`config.mk`:
```
export PLATFORM = sky130hd
export DESIGN_NAME = rsv_sched
export DESIGN_NICKNAME = d
export VERILOG_FILES = /design/src/rtl/rsv_pkg.sv /design/src/rtl/rsv_scoreboard.sv /design/src/rtl/rsv_oldest.sv /design/src/rtl/rsv_sched.sv
export SDC_FILE = /design/constraint.sdc
export NUM_CORES = 1
export LEC_CHECK = 0
export CORE_MARGIN = 2
export CORE_UTILIZATION = 45
export DETAILED_ROUTE_END_ITERATION = 12
export PLACE_DENSITY = 0.59
export SLEW_MARGIN = 5
export SYNTH_ARGS = -nofsm -noshare
export SYNTH_HDL_FRONTEND = slang
export SYNTH_SLANG_ARGS = --single-unit
```
`constraint.sdc`:
```
create_clock -name clk -period 4.7 [get_ports clk]
set_input_delay 0.94 -clock clk [delete_from_list [all_inputs] [get_ports clk]]
set_output_delay 0.94 -clock clk [all_outputs]
set_load 0.01 [all_outputs]
```
`src/rtl/rsv_pkg.sv`:
```
package rsv_pkg;
  localparam int RS_UNITS = 2;

  typedef enum logic {
    ORD_FREE   = 1'b0,
    ORD_STRICT = 1'b1
  } ord_e;
endpackage

```
`src/rtl/rsv_scoreboard.sv`:
```
module rsv_scoreboard #(
  parameter int TAGW = 4,
  parameter int NBC  = 2
) (
  input  logic                clk,
  input  logic                rst_n,
  input  logic                flush,
  input  logic                set_en,
  input  logic [TAGW-1:0]     set_tag,
  input  logic [NBC-1:0]      bc_valid,
  input  logic [NBC*TAGW-1:0] bc_tag,
  input  logic [TAGW-1:0]     q0,
  input  logic [TAGW-1:0]     q1,
  output logic                q0_rdy,
  output logic                q1_rdy
);
  localparam int NREG = 1 << TAGW;

  logic [NREG-1:0] busy, busy_nx;

  function automatic logic heard(input logic [TAGW-1:0] t);
    logic h;
    h = 1'b0;
    for (int k = 0; k < NBC; k++)
      if (bc_valid[k] && bc_tag[k*TAGW +: TAGW] == t) h = 1'b1;
    return h;
  endfunction

  always_comb begin
    busy_nx = busy;
    for (int k = 0; k < NBC; k++)
      if (bc_valid[k]) busy_nx[bc_tag[k*TAGW +: TAGW]] = 1'b0;
    if (set_en) busy_nx[set_tag] = 1'b1;
  end

  always_ff @(posedge clk) begin
    if (!rst_n || flush) busy <= '0;
    else                 busy <= busy_nx;
  end

  assign q0_rdy = !busy[q0] || heard(q0);
  assign q1_rdy = !busy[q1] || heard(q1);
endmodule

```
`src/rtl/rsv_oldest.sv`:
```
module rsv_oldest #(
  parameter int DEPTH = 8
) (
  input  logic [DEPTH-1:0]            req,
  input  logic [DEPTH-1:0][DEPTH-1:0] older_of,
  output logic [DEPTH-1:0]            gnt
);
  function automatic logic none_older(input logic [DEPTH-1:0] r,
                                      input logic [DEPTH-1:0] row);
    return (r & row) == '0;
  endfunction

  always_comb
    for (int i = 0; i < DEPTH; i++)
      gnt[i] = req[i] && none_older(req, older_of[i]);
endmodule

```
`src/rtl/rsv_sched.sv`:
```
module rsv_sched #(
  parameter int DEPTH = 8,
  parameter int TAGW  = 4,
  parameter int OPW   = 6,
  parameter int NBC   = 2
) (
  input  logic                clk,
  input  logic                rst_n,
  input  logic                flush,
  input  logic                cfg_inorder,
  input  logic                cfg_bypass,
  input  logic                alloc_valid,
  input  logic                alloc_unit,
  input  logic [OPW-1:0]      alloc_op,
  input  logic [TAGW-1:0]     alloc_dst,
  input  logic [TAGW-1:0]     alloc_src0,
  input  logic [TAGW-1:0]     alloc_src1,
  output logic                full,
  input  logic [NBC-1:0]      bc_valid,
  input  logic [NBC*TAGW-1:0] bc_tag,
  output logic                eu0_valid,
  input  logic                eu0_ready,
  output logic [OPW-1:0]      eu0_op,
  output logic [TAGW-1:0]     eu0_dst,
  output logic                eu1_valid,
  input  logic                eu1_ready,
  output logic [OPW-1:0]      eu1_op,
  output logic [TAGW-1:0]     eu1_dst
);
  import rsv_pkg::*;
  localparam int IDXW = (DEPTH > 1) ? $clog2(DEPTH) : 1;
  localparam int NU   = RS_UNITS;

  logic [DEPTH-1:0]            e_vld, e_unit, e_r0, e_r1;
  logic [OPW-1:0]              e_op  [DEPTH];
  logic [TAGW-1:0]             e_dst [DEPTH];
  logic [TAGW-1:0]             e_s0  [DEPTH];
  logic [TAGW-1:0]             e_s1  [DEPTH];
  logic [DEPTH-1:0][DEPTH-1:0] older_of;

  logic             new_r0, new_r1, alloc_fire, stn_empty;
  logic             byp_fire, byp_take, wr_en;
  logic [IDXW-1:0]  free_idx;
  logic [DEPTH-1:0] blocked, leave;
  logic [DEPTH-1:0] req [NU];
  logic [DEPTH-1:0] gnt [NU];
  logic [NU-1:0]    u_valid, u_ready;
  logic [OPW-1:0]   u_op  [NU];
  logic [TAGW-1:0]  u_dst [NU];
  logic [DEPTH-1:0] gnt0_w, gnt1_w;

  function automatic logic bc_hit(input logic [TAGW-1:0] t);
    logic h;
    h = 1'b0;
    for (int k = 0; k < NBC; k++)
      if (bc_valid[k] && bc_tag[k*TAGW +: TAGW] == t) h = 1'b1;
    return h;
  endfunction

  rsv_scoreboard #(.TAGW(TAGW), .NBC(NBC)) u_sb (
    .clk(clk), .rst_n(rst_n), .flush(flush),
    .set_en(alloc_fire), .set_tag(alloc_dst),
    .bc_valid(bc_valid), .bc_tag(bc_tag),
    .q0(alloc_src0), .q1(alloc_src1),
    .q0_rdy(new_r0), .q1_rdy(new_r1)
  );

  assign full       = &e_vld;
  assign stn_empty  = ~|e_vld;
  assign alloc_fire = alloc_valid && !full && !flush;
  assign byp_fire   = cfg_bypass && alloc_fire && stn_empty && new_r0 && new_r1;
  assign u_ready    = {eu1_ready, eu0_ready};
  assign byp_take   = byp_fire && u_ready[alloc_unit];
  assign wr_en      = alloc_fire && !byp_take;

  always_comb begin
    free_idx = '0;
    for (int i = DEPTH - 1; i >= 0; i--)
      if (!e_vld[i]) free_idx = IDXW'(i);
  end

  always_comb
    for (int i = 0; i < DEPTH; i++)
      blocked[i] = |(older_of[i] & e_vld & ~(e_r0 & e_r1));

  for (genvar u = 0; u < NU; u++) begin : g_unit
    always_comb
      for (int i = 0; i < DEPTH; i++)
        req[u][i] = e_vld[i] && e_r0[i] && e_r1[i] && (e_unit[i] == 1'(u))
                    && !(ord_e'(cfg_inorder) == ORD_STRICT && blocked[i]);

    rsv_oldest #(.DEPTH(DEPTH)) u_pick (
      .req(req[u]), .older_of(older_of), .gnt(gnt[u])
    );

    always_comb begin
      u_op[u]  = '0;
      u_dst[u] = '0;
      if (byp_fire && alloc_unit == 1'(u)) begin
        u_op[u]  = alloc_op;
        u_dst[u] = alloc_dst;
      end else begin
        for (int i = 0; i < DEPTH; i++)
          if (gnt[u][i]) begin
            u_op[u]  = u_op[u]  | e_op[i];
            u_dst[u] = u_dst[u] | e_dst[i];
          end
      end
    end

    assign u_valid[u] = !flush && ((|gnt[u]) || (byp_fire && alloc_unit == 1'(u)));
  end

  assign leave = (gnt[0] & {DEPTH{u_ready[0]}}) | (gnt[1] & {DEPTH{u_ready[1]}});

  always_ff @(posedge clk) begin
    if (!rst_n || flush) begin
      e_vld    <= '0;
      older_of <= '0;
    end else begin
      for (int i = 0; i < DEPTH; i++) begin
        if (wr_en && free_idx == IDXW'(i)) begin
          e_vld[i]    <= 1'b1;
          e_unit[i]   <= alloc_unit;
          e_op[i]     <= alloc_op;
          e_dst[i]    <= alloc_dst;
          e_s0[i]     <= alloc_src0;
          e_s1[i]     <= alloc_src1;
          e_r0[i]     <= new_r0;
          e_r1[i]     <= new_r1;
          older_of[i] <= e_vld;
        end else begin
          if (leave[i]) e_vld[i] <= 1'b0;
          if (bc_hit(e_s0[i])) e_r0[i] <= 1'b1;
          if (bc_hit(e_s1[i])) e_r1[i] <= 1'b1;
          if (wr_en) older_of[i][free_idx] <= 1'b0;
        end
      end
    end
  end

  assign gnt0_w    = gnt[0];
  assign gnt1_w    = gnt[1];
  assign eu0_valid = u_valid[0];
  assign eu0_op    = u_op[0];
  assign eu0_dst   = u_dst[0];
  assign eu1_valid = u_valid[1];
  assign eu1_op    = u_op[1];
  assign eu1_dst   = u_dst[1];
endmodule

```
==> reports/metrics.cfg <==
[status]
status=complete, but fails checks
violations=negative setup slack

[floorplanning]
die_w_microns=178
start_util_pct=45.8
num_rows=63
coreArea_sq_mm=0.0297
ios=60
dieArea_sq_mm=0.0316
die_h_microns=178

[worst_hold_path]
hold_class=reg -> reg

[sta]
worst_slew_pin_slew_ns=1.11
fin_crit_sh_pct=101
setup_slack_ns=-0.0508
slew_violations=0
max_freq_mhz=210
setup-violations-final=5
hold_slack_ns=0.501
rsz0062_at_grt=yes
period_minus_slack_ns=4.75
slew_headroom_pct=24.8
skew_ns=0.0145
hold_violations=0

[route]
wl_per_cell_microns=27.0
antenna_left=0
first_pass_iters=5
vias=12200
drc=0
wl_microns=51300
drtIter0Drc=1639
via_per_inst=6.43

[cts]
clockRootBuffer=clkbuf_16
h-tree-depth=1
worstSkewPairLatency_ns=0.58
path_clk_slew_ns=0.06
cts_buffers=30
clk_path_buf_depth=3
hold_buffers=0
cts_tree=done
cts_sinks=256

[place]
place_inst=1808
dpl.hpwl_microns=34600
place.gp.congestion=1.08
io_buffers=59
pre_cts_slack_ns=-0.824

[yosys]
synth_edf_count=168
ys_seq_elements=256
syn_area_sq_mm=0.0136
yosysTopAreaCellShare_pct=37.1
yosysWarnings=0
synthesis.nets=1327
dominantRegCellSynth=edfxtp_1
ys_seq_area_share_pct=50.0
yosysUniqueCellTypes=66
syn_inst=1290
synth_top_area_cell=edfxtp_1
yosys-top-cells-area=edfxtp_1 (37%), dfxtp_1 (13%), a22oi_1 (7.6%), xor2_1 (7.0%), nand3_1 (3.3%)
avgSynthCellArea_sq_um=10.5
synthArstFlopShare_pct=0

[cells_and_area]
nets=1524
fin_util_pct=59.1
drive_gt1_share_pct=25.4
diodes=0
syn_to_final_growth_pct=29.1
layout.cells.non_filler=1901

[setup_path]
worst-setup-path-type=reg -> out
worstPathArrival_ns=3.81
cp_data_required_time_ns=3.76
crit_path_start_kind=flop
critPathMaxFanout=6
endpoint_kind=primary output

[pwr]
leakage_uw=0.00588
peakVddDrop_uv=325
p_per_area_mw_per_mm2=291

[flow_run]
max_cap_viol_count=0

[global_routing]
grt_overflow=0
antenna_found_initial=0
grt_pass1_vias=11800
grtUsageTotal_pct=32.3
grt_pass1_wl_microns=75300
grt_max_degree=59

==> report_power, final <==
group          switching, uW  internal, uW  total [uW]
Sequential              5.96          2400        2410
Combinational            195           125         320
Clock                    952          1440        2390
Total                   1150          3960        5120
==> critical path, cell delays in order (launching register included) <==
cell      delay (ns)
edfxtp_1        0.41
a21boi_4        0.10
buf_12          0.14
buf_6           0.11
a22oi_2         0.18
a41oi_2         0.16
buf_6           0.16
or4_4           0.46
a2111o_1        0.41
nor3_4          0.24
buf_12          0.16
buf_12          0.15
a22oi_2         0.08
and4_1          0.19
a21oi_1         0.12
buf_2           0.14
==> kinds of logic (layout without fill, tap and decap cells) <==
logic type             Yosys count  after routing  share of synthesized area (%)
XOR/XNOR                       144            144                           9.27
flip-flops                     256            256                           50.0
buffers and inverters          109            330                           3.79
AO/OA/AOI/OAI                  307            307                           16.8
AND/OR/NAND/NOR                452            452                           17.4
multiplexers                    22             22                           2.74
==> sequential cells by signal, indices dropped and copies added (netlist names), 16 cells and up <==
signal / count
u_sb.busy: 16
e_s0: 32
e_op: 48
e_s1: 32
older_of: 64
e_dst: 32
==> path summary, 6_finish.rpt <==
check | startpoint | to | slack [ns] | cells past startpoint
setup / recovery | e_r1[1] | eu0_op[5] | -0.05 | 15
setup reg to reg | e_vld[5] | e_s1[0][2] | 1.21 | 12
hold / removal | u_sb.busy[15] | u_sb.busy[15] | 0.50 | 2
hold reg to reg | u_sb.busy[15] | u_sb.busy[15] | 0.50 | 2
==> cells in the final DEF (no fill, tap or decap), types with 12 or more instances in the layout <==
master           netlist  routed
buf_12                 1      23
a21oi_1               68      62
buf_6                  7      28
buf_4                  2     161
edfxtp_1             168     168
dfxtp_1               88      88
nor2_1                70      62
a31oi_1               19      19
a22oi_1              138     120
xnor2_1               36      36
and3_1                19      16
clkdlybuf4s50_1        0      32
nor3_1                81      67
nand3_1               89      89
nand4_1               14      14
clkbuf_16              0      31
nor4b_1               18      18
a22oi_2                2      20
a22o_1                12      12
xor2_1               108     108
nand2_1               95      95
==> routing by layer <==
layer | part of all wire (%) | vias up | global-route usage [%]
li1 | - | 5331 | -
met1 | 41 | 5993 | 44.3
met2 | 45 | 739 | 51.4
met3 | 9.1 | 168 | 5.16
met4 | 4.7 | 0 | 12.3
met5 | 0 | - | 0
==> stage by stage <==
| step | total power (uW) | area, sq um | TNS (ns) |
|---|---|---|---|
| 6_report | 5120 | 17600 | -0.152 |
| 5_1_grt | 5250 | 17600 | -0.966 |
| 4_1_cts | 5120 | 17200 | -0.0278 |
| 3_5_place_dp | 2760 | 15800 | -14.71 |
| 3_3_place_gp | 2760 | 15800 | -14.08 |
| 2_1_floorplan | 2620 | 13600 | 0 |
==> synthesized netlist by cell type, types with 6 or more instances <==
cell / number
mux4_2: 6
a22o_1: 12
a22oi_1: 138
buf_2: 24
inv_1: 7
xnor2_1: 36
and2_1: 7
nor2b_1: 9
nor3_1: 81
nand3_1: 89
a2111o_1: 7
nor2_1: 70
nand4_1: 14
dfxtp_1: 88
nand2_1: 95
a21oi_1: 68
a31oi_1: 19
edfxtp_1: 168
a32oi_1: 11
clkbuf_1: 48
a21boi_2: 6
nor3b_1: 6
mux2_2: 10
nor4b_1: 18
xor2_1: 108
buf_6: 7
buf_1: 17
a2111oi_0: 12
and4_1: 11
and3_1: 19
==> area by class of cell <==
class / count / area [sq um]
Inverter: 10 / 38.8
Tap cell: 390 / 488
Timing Repair Buffer: 264 / 2500
Clock inverter: 9 / 144
Multi-Input combinational cell: 925 / 6720
Clock buffer: 47 / 875
Fill cell: 2486 / 12100
Sequential cell: 256 / 6810
==> repair_timing <==
action | 4_1_cts | 5_1_grt
cloned | 2 | 1
resized for setup | 153 | 55
setup buffers | 17 | 18
pin swaps | 17 | 47
endpoints found under the setup margin | 22 | 22
(Power assumes the default switching activity.)
